==> src/rtl/spi_eeprom_pkg.sv <==
package spi_eeprom_pkg;
  localparam int ADDR_BITS = 8;
  localparam int USER_BITS = 6;

  localparam logic [7:0] CMD_STWR  = 8'h01;
  localparam logic [7:0] CMD_WRITE = 8'h02;
  localparam logic [7:0] CMD_READ  = 8'h03;
  localparam logic [7:0] CMD_STRD  = 8'h05;
  localparam logic [6:0] EN_PFX    = 7'b0000011;
  localparam logic [6:0] DIS_PFX   = 7'b0000100;

  // whole data bytes received, no extra bit clocked
  function automatic logic wr_window(input logic [1:0] nbytes, input logic [2:0] nbits);
    return (nbytes == 2'd3) && (nbits == 3'd0);
  endfunction

  // exactly fifteen edges: one byte plus seven bits
  function automatic logic st_window(input logic [1:0] nbytes, input logic [2:0] nbits);
    return (nbytes == 2'd1) && (nbits == 3'd7);
  endfunction

  // seven or more edges
  function automatic logic latch_window(input logic [1:0] nbytes, input logic [2:0] nbits);
    return (nbytes != 2'd0) || (nbits == 3'd7);
  endfunction

  function automatic logic [ADDR_BITS-1:0] page_next(input logic [ADDR_BITS-1:0] a,
                                                     input logic [ADDR_BITS-1:0] mask);
    return (a & ~mask) | ((a + 1'b1) & mask);
  endfunction
endpackage

==> src/rtl/spi_eeprom_sync.sv <==
module spi_eeprom_sync #(
  parameter int W = 3,
  parameter int STAGES = 2,
  parameter logic [W-1:0] RST = '0
) (
  input  logic         clk,
  input  logic         rst_n,
  input  logic [W-1:0] din,
  output logic [W-1:0] lvl
);
  logic [STAGES-1:0][W-1:0] stg;

  always_ff @(posedge clk or negedge rst_n)
    if (!rst_n) stg <= {STAGES{RST}};
    else        stg <= {stg[STAGES-2:0], din};

  assign lvl = stg[STAGES-1];
endmodule

==> src/rtl/spi_eeprom_frame.sv <==
module spi_eeprom_frame (
  input  logic       clk,
  input  logic       rst_n,
  input  logic       cs_low,
  input  logic       sck_rise,
  input  logic       si_b,
  output logic [1:0] nbytes,
  output logic [2:0] nbits,
  output logic [7:0] opcode,
  output logic       byte_done,
  output logic [7:0] byte_val,
  output logic [6:0] part7
);
  logic [6:0] sr;
  logic [7:0] full;
  assign full  = {sr, si_b};
  assign part7 = sr;

  always_ff @(posedge clk or negedge rst_n)
    if (!rst_n) begin
      sr <= '0; nbits <= '0; nbytes <= '0; opcode <= '0;
      byte_done <= 1'b0; byte_val <= '0;
    end else begin
      byte_done <= 1'b0;
      if (!cs_low) begin
        sr <= '0; nbits <= '0; nbytes <= '0;
      end else if (sck_rise) begin
        sr <= full[6:0];
        if (nbits == 3'd7) begin
          nbits     <= '0;
          byte_done <= 1'b1;
          byte_val  <= full;
          if (nbytes == 2'd0) opcode <= full;
          if (nbytes != 2'd3) nbytes <= nbytes + 2'd1;
        end else begin
          nbits <= nbits + 3'd1;
        end
      end
    end
endmodule

==> src/rtl/spi_eeprom_wtimer.sv <==
module spi_eeprom_wtimer #(
  parameter int CYCLES = 2000
) (
  input  logic clk,
  input  logic rst_n,
  input  logic start,
  output logic busy,
  output logic done
);
  localparam int CW = $clog2(CYCLES + 1);
  logic [CW-1:0] cnt;

  always_ff @(posedge clk or negedge rst_n)
    if (!rst_n)                      cnt <= '0;
    else if (start && cnt == '0)     cnt <= CW'(CYCLES);
    else if (cnt != '0)              cnt <= cnt - 1'b1;

  assign busy = (cnt != '0);
  assign done = (cnt == CW'(1));
endmodule

==> src/rtl/spi_eeprom_ctrl.sv <==
module spi_eeprom_ctrl
  import spi_eeprom_pkg::*;
#(
  parameter int PAGE_W    = 4,
  parameter int WR_CYCLES = 2000
) (
  input  logic clk,
  input  logic rst_n,
  input  logic cs_n,
  input  logic sck,
  input  logic si,
  output logic so
);
  localparam int DEPTH = 1 << ADDR_BITS;
  localparam int PAGE  = 1 << PAGE_W;
  localparam logic [ADDR_BITS-1:0] PG_MASK = ADDR_BITS'(PAGE - 1);

  // synchronized pins and edges
  logic [2:0] lvl;
  logic [1:0] ctl_q;
  logic cs_low, cs_rise, sck_rise, sck_fall, si_b;

  spi_eeprom_sync #(.W(3), .STAGES(2), .RST(3'b100)) u_sync (
    .clk(clk), .rst_n(rst_n), .din({cs_n, sck, si}), .lvl(lvl));

  always_ff @(posedge clk or negedge rst_n)
    if (!rst_n) ctl_q <= 2'b10;
    else        ctl_q <= lvl[2:1];

  assign cs_low   = ~lvl[2];
  assign cs_rise  = lvl[2] & ~ctl_q[1];
  assign sck_rise = lvl[1] & ~ctl_q[0];
  assign sck_fall = ~lvl[1] & ctl_q[0];
  assign si_b     = lvl[0];

  // frame tracking
  logic [1:0] nbytes;
  logic [2:0] nbits;
  logic [7:0] opcode, byte_val;
  logic [6:0] part7, cmd7;
  logic       byte_done;

  spi_eeprom_frame u_frame (
    .clk(clk), .rst_n(rst_n), .cs_low(cs_low), .sck_rise(sck_rise), .si_b(si_b),
    .nbytes(nbytes), .nbits(nbits), .opcode(opcode), .byte_done(byte_done),
    .byte_val(byte_val), .part7(part7));

  // write cycle timer
  logic wr_start, wr_done, busy;
  spi_eeprom_wtimer #(.CYCLES(WR_CYCLES)) u_timer (
    .clk(clk), .rst_n(rst_n), .start(wr_start), .busy(busy), .done(wr_done));

  // state
  logic [7:0]                  mem   [DEPTH];
  logic [7:0]                  pbuf  [PAGE];
  logic [PAGE-1:0]             pvalid;
  logic [ADDR_BITS-1:0]        ptr, rd_nxt;
  logic [ADDR_BITS-PAGE_W-1:0] pend_page;
  logic [USER_BITS-1:0]        user, pend_user;
  logic                        pend_st, wel;
  logic [7:0]                  out_sr, status_byte;
  logic                        out_en;

  // commit and latch decisions at the chip-select rise
  logic commit_w, commit_s, set_wel, clr_wel;
  assign cmd7     = (nbytes == 2'd0) ? part7 : opcode[7:1];
  assign commit_w = cs_rise && opcode == CMD_WRITE && wr_window(nbytes, nbits) && wel && !busy;
  assign commit_s = cs_rise && opcode == CMD_STWR && st_window(nbytes, nbits) && wel && !busy;
  assign wr_start = commit_w | commit_s;
  assign set_wel  = cs_rise && latch_window(nbytes, nbits) && cmd7 == EN_PFX;
  assign clr_wel  = cs_rise && latch_window(nbytes, nbits) && cmd7 == DIS_PFX;

  assign status_byte = {user, wel, busy};
  assign rd_nxt      = (nbytes == 2'd2) ? byte_val[ADDR_BITS-1:0] : ptr + 1'b1;

  always_ff @(posedge clk or negedge rst_n)
    if (!rst_n) begin
      wel <= 1'b0; user <= '0; pend_user <= '0; pend_st <= 1'b0; pend_page <= '0;
    end else begin
      if (wr_done) begin
        wel <= 1'b0;
        if (pend_st) user <= pend_user;
      end
      if (set_wel)      wel <= 1'b1;
      else if (clr_wel) wel <= 1'b0;
      if (wr_start) begin
        pend_st   <= commit_s;
        pend_user <= part7[6:1];
        pend_page <= ptr[ADDR_BITS-1:PAGE_W];
      end
    end

  always_ff @(posedge clk or negedge rst_n)
    if (!rst_n) begin
      ptr <= '0; pvalid <= '0; out_sr <= '0; out_en <= 1'b0;
      for (int i = 0; i < PAGE; i++) pbuf[i] <= '0;
    end else begin
      if (wr_done) pvalid <= '0;
      if (!cs_low) begin
        out_en <= 1'b0;
      end else if (byte_done) begin
        if (opcode == CMD_STRD) begin
          out_sr <= status_byte;
          out_en <= 1'b1;
        end else if (opcode == CMD_READ && nbytes >= 2'd2) begin
          ptr    <= rd_nxt;
          out_sr <= mem[rd_nxt];
          out_en <= 1'b1;
        end else if (opcode == CMD_WRITE && !busy) begin
          if (nbytes == 2'd2) begin
            ptr    <= byte_val[ADDR_BITS-1:0];
            pvalid <= '0;
          end else if (nbytes == 2'd3) begin
            pbuf[ptr[PAGE_W-1:0]]   <= byte_val;
            pvalid[ptr[PAGE_W-1:0]] <= 1'b1;
            ptr                     <= page_next(ptr, PG_MASK);
          end
        end
      end else if (sck_fall && nbits != 3'd0) begin
        out_sr <= {out_sr[6:0], 1'b0};
      end
    end

  always_ff @(posedge clk or negedge rst_n)
    if (!rst_n) begin
      for (int i = 0; i < DEPTH; i++) mem[i] <= '0;
    end else if (wr_done && !pend_st) begin
      for (int j = 0; j < PAGE; j++)
        if (pvalid[j]) mem[{pend_page, PAGE_W'(j)}] <= pbuf[j];
    end

  assign so = cs_low & out_en & out_sr[7];
endmodule

==> config.mk <==
export PLATFORM = sky130hd
export DESIGN_NAME = spi_eeprom_ctrl
export DESIGN_NICKNAME = d
export VERILOG_FILES = /design/src/rtl/spi_eeprom_pkg.sv /design/src/rtl/spi_eeprom_sync.sv /design/src/rtl/spi_eeprom_frame.sv /design/src/rtl/spi_eeprom_wtimer.sv /design/src/rtl/spi_eeprom_ctrl.sv
export SDC_FILE = /design/constraint.sdc
export NUM_CORES = 2
export LEC_CHECK = 0
export ABC_AREA = 1
export CAP_MARGIN = 5
export CELL_PAD_IN_SITES_DETAIL_PLACEMENT = 0
export CELL_PAD_IN_SITES_GLOBAL_PLACEMENT = 1
export CORE_MARGIN = 2
export CORE_UTILIZATION = 30
export CTS_CLUSTER_DIAMETER = 200
export DETAILED_ROUTE_END_ITERATION = 16
export PLACE_DENSITY = 0.61
export SYNTH_ARGS = -nofsm -noshare
export SYNTH_HDL_FRONTEND = slang
export SYNTH_HIERARCHICAL = 1
export SYNTH_SLANG_ARGS = --single-unit
==> constraint.sdc <==
create_clock -name clk -period 4.4 [get_ports clk]
set_clock_uncertainty 0.15 [all_clocks]
set_input_delay 0.66 -clock clk [delete_from_list [all_inputs] [get_ports clk]]
set_output_delay 0.66 -clock clk [all_outputs]
set_load 0.1 [all_outputs]
==> impl_metrics.tcl <==
set metrics [dict create \
    cp-start-kind "flop" \
    avgViaCountPerCell 5.10 \
    ctsRootBufferMaster "clkbuf_16" \
    grt_pass1_vias 88100 \
    totalWireLength_mm 492 \
    cp_common_cell "nand3_1" \
    tightest_slew_ps 1230 \
    route.detailed.wl_per_inst_um 26.5 \
    synth_ff_type "dfrtp_1" \
    coreArea_sq_um 355000 \
    maxCapViolCount 0 \
    gp_congestion 0.926 \
    endpoint_kind "flop" \
    yosysWarnings 6 \
    cp_data_arrival_time_ps 4940 \
    cp.required_ps 5080 \
    p_leak_nw 53.6 \
    max_stage_delay_ps 470 \
    routed-via-count 94700 \
    final_layout_size_suffix_gt1_share_pct 6.80 \
    hpwl_mm 327 \
    fmax_mhz 235 \
    peakVddDrop_uv 288 \
    die_x_um 601 \
    syn_to_final_growth_pct 14.4 \
    grt_pass1_wl_mm 696 \
    post_cts_buffers 0 \
    syn_inst 13800 \
    async_flop_share_pct 100 \
    outcome "completed" \
    drtIter0Drc 11000 \
    power_w 0.0448 \
    synth_fp_nets 13800 \
    yosysUniqueCellTypes 46 \
    cts_tree "yes" \
    max_slew_margin_pct 17.9 \
    ys_seq_elements 2275 \
    firstDrtPassIters 6 \
    crit_type "reg2reg" \
    cts_buffer_depth 4 \
    ios 6 \
    drc_errors 0 \
    antenna_left 0 \
    finalCritPeriodShare_pct 96.8 \
    synth_edf_count 0 \
    layout_common_cells "nand2_1, o21ai_0, dfrtp_1" \
    clk_pin_slew_ps 70 \
    crit_path_max_fanout 43 \
    grt_max_degree 137 \
    design.die.area_sq_um 361000 \
    min_path_type "in2reg" \
    final_common_cell "nand2_1" \
    slew_viol_final 0 \
    slowest_stage "dfrtp_1" \
    rows 219 \
    grt_usage_pct 26.7 \
    final_nets 13600 \
    avgSynthCellArea_sq_um 7.75 \
    cts.sinks 2275 \
    start_util_pct 30.1 \
    timing.critical_path.cells "inv_1, ha_1, inv_1, nand2_1, o21ai_4, buf_12, buf_12, buf_12, buf_4, nand3_1, nand3_1, nand3_1, nand3_1, nand3_1, nand3_1, nand3_1, nand3_1, nand2_1, a21oi_1" \
    fin_setup_tns_ps 0 \
    hold_violations 0 \
    final_util_pct 34.4 \
    rsz0062_at_grt "false" \
    cts_made_buffers 273 \
    antenna_found_initial 45 \
    setup_violations 0 \
    dieHeight_um 601 \
    htreeDepth 5 \
    fin_crit_ps 4260 \
    p_per_area_nw_per_um2 366 \
    yosysSeqAreaShare_pct 53.3 \
    io_buffers 5 \
    syn_area_sq_um 107000 \
    overflow 0 \
    insertion_delay_ps 930 \
]
==> Yosys cell counts, types with 2 or more instances <==
cell,n,share of area [%]
buf_6,4,0.042
o22ai_1,8,0.047
xnor2_1,3,0.025
a31oi_1,3,0.018
mux2_2,6,0.063
nand4_1,10,0.059
buf_1,18,0.063
dfrtp_1,2272,53
buf_4,21,0.15
nand2_4,4,0.042
o21ai_2,12,0.098
buf_2,374,1.8
o21ai_1,10,0.047
nand3_1,1525,7.1
nor4_1,4,0.023
ha_1,10,0.12
a21oi_1,40,0.19
nand2_2,6,0.035
or2_2,32,0.19
clkbuf_1,490,1.7
nor3_1,8,0.037
nor2_4,3,0.032
o211ai_1,110,0.77
nor3b_1,2,0.014
inv_1,1414,5.0
dfstp_2,3,0.074
o21ai_0,2511,12
nand2_1,4610,16
nor2_1,249,0.87
nand3b_1,2,0.014
nor2_2,2,0.012
nand3_2,3,0.028
nor3_2,3,0.028
o21a_1,2,0.014
clkinv_1,3,0.011
inv_2,3,0.011
==> worst max-delay path, delay by kind of cell (launching register included) <==
| family | cells | cell delay [ps] |
|---|---|---|
| simple gates | 10 | 1460 |
| buf+inv | 6 | 1280 |
| flops | 1 | 470 |
| compound gates | 2 | 370 |
| fa+ha+maj | 1 | 340 |
==> worst paths after layout <==
kind / from / to / slack [ps] / cells after the start
min in group asynchronous: rst_n / mem[1085] / 140 / 2
setup / recovery: ptr[0] / out_sr[3] / 140 / 19
setup reg to reg: ptr[0] / out_sr[3] / 140 / 19
hold reg to reg: u_sync/stg[0] / u_sync/lvl[0] / 210 / 0
hold / removal: cs_n / u_sync/stg[2] / 110 / 1
max in group asynchronous: rst_n / mem[1544] / 2490 / 4
==> sequential cells by signal, indices dropped and copies added (netlist names), 2 cells and up <==
signal	cells
ctl_q	2
mem	2048
out_sr	8
pbuf	128
pend_page	4
pend_user	6
ptr	8
pvalid	16
u_frame/byte_val	8
u_frame/nbits	3
u_frame/nbytes	2
u_frame/opcode	8
u_frame/part7	7
u_sync/lvl	3
u_sync/stg	3
u_timer/cnt	11
user	6
==> power by group <==
group	internal (W)	switching, W	leakage, nW
sequential	0.0210	0.0000341	31.8
clock	0.0136	0.00963	4.40
combinational	0.0000744	0.000485	17.4
==> metrics by stage <==
step | instances | hold slack (ps) | area [sq um] | worst slack [ps]
4_1_cts | 18500 | 43.9 | 122000 | 268
6_report | 18500 | 113 | 122000 | 139
5_1_grt | 18500 | 85.9 | 122000 | 42.1
3_3_place_gp | 18100 | 190 | 113000 | 179
2_1_floorplan | 13800 | 181 | 107000 | 1490
3_5_place_dp | 18100 | 190 | 113000 | 285
==> cell families (layout without fill, tap and decap cells) <==
family / count (synthesis) / after routing / share of synthesized area, %
other: 0 / 10 / 0
XOR/XNOR: 3 / 3 / 0.0246
flip-flops: 2275 / 2275 / 53.3
multiplexers: 6 / 6 / 0.0632
buffers and inverters: 2327 / 2322 / 8.71
AO/OA/AOI/OAI: 2701 / 2701 / 13.0
AND/OR/NAND/NOR: 6468 / 6468 / 24.8
adder cells (fa/ha/maj): 10 / 10 / 0.117
==> area by class of cell <==
cell class	count	area, sq um
multi-input cells	9188	40800
well taps	4751	5940
flip-flops and latches	2275	56900
diodes	10	25.0
clock buffers	416	8190
repair buffers	427	4250
inverters	1420	5330
clock inverters	59	736
fillers	38400	233000
==> layer usage <==
metal / wire [um] / track usage (%) / vias up
met5: 38 / 0 / -
met1: 216000 / 37.0 / 47000
met3: 32800 / 4.15 / 781
met4: 22400 / 10.6 / 6
met2: 220000 / 41.7 / 3275
li1: - / - / 43600
==> repair_timing <==
| item | CTS | global route |
|---|---|---|
| resized for setup | 0 | 0 |
| endpoints found under the setup margin | 0 | 0 |
| hold buffers | 1 | 0 |
| endpoints found under the hold margin | 427 | 0 |
No activity file was read; power rests on OpenSTA's default activity.
